File: src/rtl/cap_tmr_pkg.sv
package cap_tmr_pkg;

  localparam int REG_AW = 2;

  localparam logic [REG_AW-1:0] ADDR_RELOAD = 2'd0;
  localparam logic [REG_AW-1:0] ADDR_CTRL   = 2'd1;
  localparam logic [REG_AW-1:0] ADDR_CAPT   = 2'd2;
  localparam logic [REG_AW-1:0] ADDR_COUNT  = 2'd3;

  typedef enum logic [1:0] {
    MODE_FREE    = 2'd0,
    MODE_RESTART = 2'd1,
    MODE_GATED   = 2'd2,
    MODE_SPARE   = 2'd3
  } tmr_mode_e;

  typedef struct packed {
    logic       oe;
    logic [1:0] irq_sel;
    logic       pol;
    tmr_mode_e  mode;
    logic       en;
  } ctrl_t;

  localparam int CTRL_W = $bits(ctrl_t);

endpackage

File: src/rtl/cap_tmr_sync.sv
module cap_tmr_sync #(
  parameter int STAGES = 2
) (
  input  logic clk,
  input  logic rst,
  input  logic pin_i,
  input  logic pol_i,
  output logic edge_o
);

  logic [STAGES-1:0] chain;
  logic              prev_q;

  genvar g;
  generate
    for (g = 0; g < STAGES; g++) begin : g_stage
      if (g == 0) begin : g_first
        always_ff @(posedge clk) begin
          if (rst) chain[0] <= 1'b0;
          else     chain[0] <= pin_i;
        end
      end else begin : g_next
        always_ff @(posedge clk) begin
          if (rst) chain[g] <= 1'b0;
          else     chain[g] <= chain[g-1];
        end
      end
    end
  endgenerate

  always_ff @(posedge clk) begin
    if (rst) prev_q <= 1'b0;
    else     prev_q <= chain[STAGES-1];
  end

  always_comb begin
    if (pol_i) edge_o = prev_q & ~chain[STAGES-1];
    else       edge_o = chain[STAGES-1] & ~prev_q;
  end

endmodule

File: src/rtl/cap_tmr_regs.sv
module cap_tmr_regs
  import cap_tmr_pkg::*;
#(
  parameter int DW = 16
) (
  input  logic              clk,
  input  logic              rst,
  input  logic              wr_en,
  input  logic [REG_AW-1:0] wr_addr,
  input  logic [DW-1:0]     wr_data,
  input  logic [REG_AW-1:0] rd_addr,
  input  logic [DW-1:0]     cap_i,
  input  logic [DW-1:0]     cnt_i,
  input  logic              flag_i,
  output ctrl_t             ctrl_o,
  output logic [DW-1:0]     reload_o,
  output logic              start_o,
  output logic              start_pol_o,
  output logic [DW-1:0]     rd_data_o
);

  ctrl_t ctrl_q;
  ctrl_t ctrl_wr;
  logic  do_ctrl;
  logic  do_reload;

  assign do_ctrl   = wr_en && (wr_addr == ADDR_CTRL);
  assign do_reload = wr_en && (wr_addr == ADDR_RELOAD);

  always_comb begin
    ctrl_wr = ctrl_t'(wr_data[CTRL_W-1:0]);
    if (ctrl_wr.mode != ctrl_q.mode) ctrl_wr.en = 1'b0;
  end

  assign start_o     = do_ctrl && ctrl_wr.en && !ctrl_q.en;
  assign start_pol_o = ctrl_wr.pol;

  always_ff @(posedge clk) begin
    if (rst) begin
      ctrl_q   <= '0;
      reload_o <= '0;
    end else begin
      if (do_ctrl)   ctrl_q   <= ctrl_wr;
      if (do_reload) reload_o <= wr_data;
    end
  end

  always_ff @(posedge clk) begin
    if (rst) begin
      rd_data_o <= '0;
    end else begin
      unique case (rd_addr)
        ADDR_RELOAD: rd_data_o <= reload_o;
        ADDR_CTRL:   rd_data_o <= DW'({flag_i, ctrl_q});
        ADDR_CAPT:   rd_data_o <= cap_i;
        default:     rd_data_o <= cnt_i;
      endcase
    end
  end

  assign ctrl_o = ctrl_q;

endmodule

File: src/rtl/cap_tmr_core.sv
module cap_tmr_core
  import cap_tmr_pkg::*;
#(
  parameter int CW = 16
) (
  input  logic          clk,
  input  logic          rst,
  input  ctrl_t         ctrl_i,
  input  logic [CW-1:0] reload_i,
  input  logic          start_i,
  input  logic          start_pol_i,
  input  logic          edge_i,
  output logic [CW-1:0] cnt_o,
  output logic [CW-1:0] cap_o,
  output logic          flag_o,
  output logic          irq_o,
  output logic          lvl_o,
  output logic          run_o
);

  localparam logic [CW-1:0] CNT_ONE = CW'(1);

  logic gated;
  logic restart_mode;
  logic live;
  logic arm_evt;
  logic cap_evt;
  logic rld_evt;
  logic cap_irq_en;
  logic rld_irq_en;
  logic [CW-1:0] cnt_inc;

  assign gated        = (ctrl_i.mode == MODE_GATED);
  assign restart_mode = (ctrl_i.mode == MODE_RESTART) || gated;
  assign live         = ctrl_i.en && (!gated || run_o);
  assign arm_evt      = ctrl_i.en && gated && !run_o && edge_i;
  assign cap_evt      = live && edge_i;
  assign rld_evt      = live && (cnt_o == reload_i) && !cap_evt;
  assign cap_irq_en   = (ctrl_i.irq_sel != 2'd2);
  assign rld_irq_en   = (ctrl_i.irq_sel != 2'd1);
  assign cnt_inc      = cnt_o + CNT_ONE;

  always_ff @(posedge clk) begin
    if (rst) begin
      cnt_o  <= '0;
      cap_o  <= '0;
      flag_o <= 1'b0;
      irq_o  <= 1'b0;
      lvl_o  <= 1'b0;
      run_o  <= 1'b0;
    end else begin
      irq_o <= 1'b0;
      if (start_i) begin
        cnt_o <= CNT_ONE;
        run_o <= 1'b0;
        lvl_o <= start_pol_i;
      end else if (arm_evt) begin
        cnt_o <= CNT_ONE;
        run_o <= 1'b1;
      end else if (cap_evt) begin
        cap_o <= cnt_o;
        cnt_o <= restart_mode ? CNT_ONE : cnt_inc;
        if (cap_irq_en) begin
          irq_o  <= 1'b1;
          flag_o <= 1'b1;
        end
      end else if (rld_evt) begin
        cnt_o <= restart_mode ? CNT_ONE : cnt_inc;
        lvl_o <= ~lvl_o;
        if (rld_irq_en) begin
          irq_o  <= 1'b1;
          flag_o <= 1'b0;
        end
      end else if (live) begin
        cnt_o <= cnt_inc;
      end
    end
  end

endmodule

File: src/rtl/cap_timer.sv
module cap_timer
  import cap_tmr_pkg::*;
#(
  parameter int CW          = 16,
  parameter int SYNC_STAGES = 2
) (
  input  logic              clk,
  input  logic              rst,
  input  logic              wr_en,
  input  logic [REG_AW-1:0] wr_addr,
  input  logic [CW-1:0]     wr_data,
  input  logic [REG_AW-1:0] rd_addr,
  output logic [CW-1:0]     rd_data,
  input  logic              tmr_in,
  output logic              tmr_out,
  output logic              irq
);

  ctrl_t         ctrl_q;
  logic [CW-1:0] reload_q;
  logic          start_p;
  logic          start_pol;
  logic          pin_edge;
  logic [CW-1:0] cnt_q;
  logic [CW-1:0] cap_q;
  logic          flag_q;
  logic          lvl_q;
  logic          run_q;

  cap_tmr_sync #(.STAGES(SYNC_STAGES)) u_sync (
    .clk    (clk),
    .rst    (rst),
    .pin_i  (tmr_in),
    .pol_i  (ctrl_q.pol),
    .edge_o (pin_edge)
  );

  cap_tmr_regs #(.DW(CW)) u_regs (
    .clk         (clk),
    .rst         (rst),
    .wr_en       (wr_en),
    .wr_addr     (wr_addr),
    .wr_data     (wr_data),
    .rd_addr     (rd_addr),
    .cap_i       (cap_q),
    .cnt_i       (cnt_q),
    .flag_i      (flag_q),
    .ctrl_o      (ctrl_q),
    .reload_o    (reload_q),
    .start_o     (start_p),
    .start_pol_o (start_pol),
    .rd_data_o   (rd_data)
  );

  cap_tmr_core #(.CW(CW)) u_core (
    .clk         (clk),
    .rst         (rst),
    .ctrl_i      (ctrl_q),
    .reload_i    (reload_q),
    .start_i     (start_p),
    .start_pol_i (start_pol),
    .edge_i      (pin_edge),
    .cnt_o       (cnt_q),
    .cap_o       (cap_q),
    .flag_o      (flag_q),
    .irq_o       (irq),
    .lvl_o       (lvl_q),
    .run_o       (run_q)
  );

  assign tmr_out = lvl_q & ctrl_q.oe;

endmodule

File: config.mk
export PLATFORM = sky130hd
export DESIGN_NAME = cap_timer
export DESIGN_NICKNAME = d
export VERILOG_FILES = /design/src/rtl/cap_tmr_pkg.sv /design/src/rtl/cap_tmr_sync.sv /design/src/rtl/cap_tmr_regs.sv /design/src/rtl/cap_tmr_core.sv /design/src/rtl/cap_timer.sv
export SDC_FILE = /design/constraint.sdc
export NUM_CORES = 1
export LEC_CHECK = 0
export BUFFER_PORTS_ARGS = -buffer_cell sky130_fd_sc_hd__buf_4
export CORE_MARGIN = 5
export CORE_UTILIZATION = 57
export DETAILED_ROUTE_END_ITERATION = 10
export GPL_TIMING_DRIVEN = 0
export PLACE_DENSITY = 0.78
export SYNTH_ARGS = -nofsm -noshare
export SYNTH_HDL_FRONTEND = slang
export SYNTH_HIERARCHICAL = 1
export SYNTH_SLANG_ARGS = --single-unit
export TNS_END_PERCENT = 1
File: constraint.sdc
create_clock -name clk -period 2.9 [get_ports clk]
set_input_delay 0.58 -clock clk [delete_from_list [all_inputs] [get_ports clk]]
set_output_delay 0.58 -clock clk [all_outputs]
set_load 0.01 [all_outputs]
==> flow_summary.yaml <==
status:
  outcome: "complete, no violations"
job:
  cap_viol_max_count: 0
setup_path:
  critPathMaxFanout: 10
  reg2reg_depth: 8
  crit_chain: "buf_4 -> nand3b_1 -> buf_2 -> nor3_1 -> inv_1 -> nand3_1 -> clkbuf_1 -> nand2_1 -> a21oi_1"
  r2r-end: "u_core/cap_o[0]"
  crit_slowest_cell: "nor3_1"
  r2r_setup_slack_ps: 360
  slowest_delay_ps: 710
  worstPathRequired_ps: 3180
  worst_setup_path_end_kind: "flop"
  criticalPathCategory: "in -> reg"
  worstPathArrival_ps: 2900
  startpoint_type: "primary input"
  rr_startpoint: "u_regs/ctrl_o[1]"
global_routing:
  grt_pass1_vias: 2614
  grt-ovfl-total: 0
  grt_pass1_wl_um: 12900
  antenna_found_initial: 0
  grt_max_degree: 14
  track_usage_pct: 21.6
clock_network:
  cts_tree: "done"
  cts_buffers: 9
  clock_latency_ps: 350
  post_cts_resized: 0
  path_clk_slew_ps: 80
  cts.path.max_buffers: 2
  postCtsSetupRepairBufs: 0
  htree_levels: 3
  hold_buffers: 0
  root_buffer: "clkbuf_8"
  clock-sinks: 78
synth:
  synth_top_area_share_pct: 44.7
  seq_area_frac_synth_pct: 44.7
  async_flop_share_pct: 0
  yosys.area_share.simple_pct: 21.6
  synthMuxAreaShare_pct: 10.7
  ys_warn_count: 6
  syn_inst: 378
  netlist_area_mm2: 0.00349
  avgSynthCellArea_um2: 9.24
  synth_top_family_by_area: "simple AND/OR/NAND/NOR gates"
  synth_area_leaders: "dfxtp_1, nand2_1, a21oi_1"
  synthXorXnorAreaFrac_pct: 7.77
  yosysTopAreaCell: "dfxtp_1"
  ys.flop_type: "dfxtp_1"
  synth_adder_area_share_pct: 0.716
  synth-compound-area-share_pct: 10.1
  synth-seq-cells: 78
  synth_cell_types: 48
  synth-edff-count: 0
  syn_nets: 404
die:
  core_area_mm2: 0.00596
  initial_utilization_pct: 58.7
  die_h_um: 88.3
  die-area_mm2: 0.00779
  ios: 42
  die_x_um: 88.3
  row_count: 28
placed_design:
  post-place-cells: 492
  pre_cts_slack_ps: -9.54
  dpl_cell_area_mm2: 0.00388
  numPortBuffers: 39
  dpl.hpwl_um: 5840
  routabilityCongestion: 0.923
sta:
  timing.fmax_ghz: 0.381
  fin_worst_skew_ps: 7.58
  worst_slack_ps: 278
  slew_headroom_pct: 43.2
  fin_crit_ps: 2620
  slew_viol_final: 0
  worstMarginPinSlew_ps: 846
  finalSetupTns_ps: 0
  hold_viol: 0
  hold_slack_ps: 446
  period_share_pct: 90.4
  setup_viol_count_final: 0
  rsz0062_at_grt: "false"
power_and_ir_drop:
  p_per_area_mw_per_mm2: 527
  combPwrFrac_pct: 7.3
  intPower_mw: 1.67
  p_seq_share_pct: 51.2
  pwr-share-clk_pct: 41.5
  sw_frac_of_total_pct: 22.7
  p_total_mw: 2.16
  power_switching_mw: 0.491
  p_leak_nw: 1.65
  max-vdd-ir-drop_mv: 0.335
worst_hold_path:
  hold_path_class: "reg -> reg"
  whs_endpoint: "u_sync/chain[1]"
  hold_depth: 1
  hp-start: "u_sync/chain[0]"
detailed_routing:
  antenna_left: 0
  vias: 2796
  first_pass_iters: 5
  viasPerCell: 5.50
  drt-initial-drc-count: 193
  drt_wl_total_um: 7910
  drc: 0
  wl_per_cell_um: 15.6
layout:
  layout_commonest_cell: "dfxtp_1"
  final_nets: 454
  fin_util_pct: 68.9
  area_growth_pct: 17.4
  drive_gt1_share_pct: 20.1
  stdcell_area_mm2: 0.00410
  mostFrequentLayoutCells: "dfxtp_1, nand2_1, buf_4"
  n_antenna_cell: 0
  instances_no_fill: 508
worst max path at each step:
stage	slack, ps	cells after the start	to	start
2_1_floorplan	730	8	u_core/cap_o[0]	wr_addr[1]
3_3_place_gp	70	9	u_core/cap_o[13]	wr_addr[1]
3_5_place_dp	-10	9	u_core/cap_o[13]	wr_addr[1]
4_1_cts	390	9	u_core/cap_o[13]	wr_addr[1]
5_1_grt	100	9	u_core/cap_o[1]	wr_addr[1]
6_report	280	9	u_core/cap_o[0]	wr_addr[1]
final cells by class:
cell class              instances  area [um^2]
inverters                       6         22.5
well taps                      75         93.8
clock inverters                 6         83.8
flip-flops and latches         78         1560
plain buffers                  21          135
fillers                       466         1850
clock buffers                  10          138
repair buffers                 39          293
multi-input cells             273         1770
flip-flops by register name (all words and copies together) (netlist names):
name              flops
u_core/cap_o         16
u_core/cnt_o         16
u_regs/rd_data_o     16
u_regs/reload_o      16
u_regs/ctrl_o         7
u_sync/chain          2
u_core/flag_o         1
u_core/irq_o          1
u_core/lvl_o          1
u_core/run_o          1
u_sync/prev_q         1
worst max-delay path, delay by kind of cell:
family | cells | cell delay [ps]
AO/OA/AOI/OAI | 1 | 150
buffers and inverters | 4 | 910
AND/OR/NAND/NOR | 4 | 1250
cells in the mapped netlist, types with 8 or more instances:
cell      count
mux4_2        8
a22oi_1       8
clkbuf_1     10
xor2_1       19
xnor2_1      12
nor2_1       33
nand2_1      73
nand3_1      11
nor2b_1      13
mux2i_1       8
a21oi_1      37
dfxtp_1      78
power groups by stage:
stage	Sequential, mW	Clock, mW	Combinational (mW)
after floorplan	1.13	0	0.101
after global placement	1.13	0	0.154
after detailed placement	1.13	0	0.157
after CTS	1.11	0.905	0.158
after global routing	1.11	0.965	0.173
final	1.11	0.896	0.159
metal layers:
metal	share of wire [%]	track usage [%]	vias up
met5	0	0	-
met4	1.1	6.46	0
met3	9.0	5.12	10
met2	46	34.2	96
met1	44	29.5	1307
li1	-	-	1383
logic make-up after synthesis:
logic type                 after synthesis
AOI/OAI and AO/OA                       60
xor gates and xnor gates                31
and+or+nand+nor                        156
DFF                                     78
adders and majority gates                2
buffers and inverters                   27
muxes                                   24
Note: power is estimated with default switching activity, not from simulation.
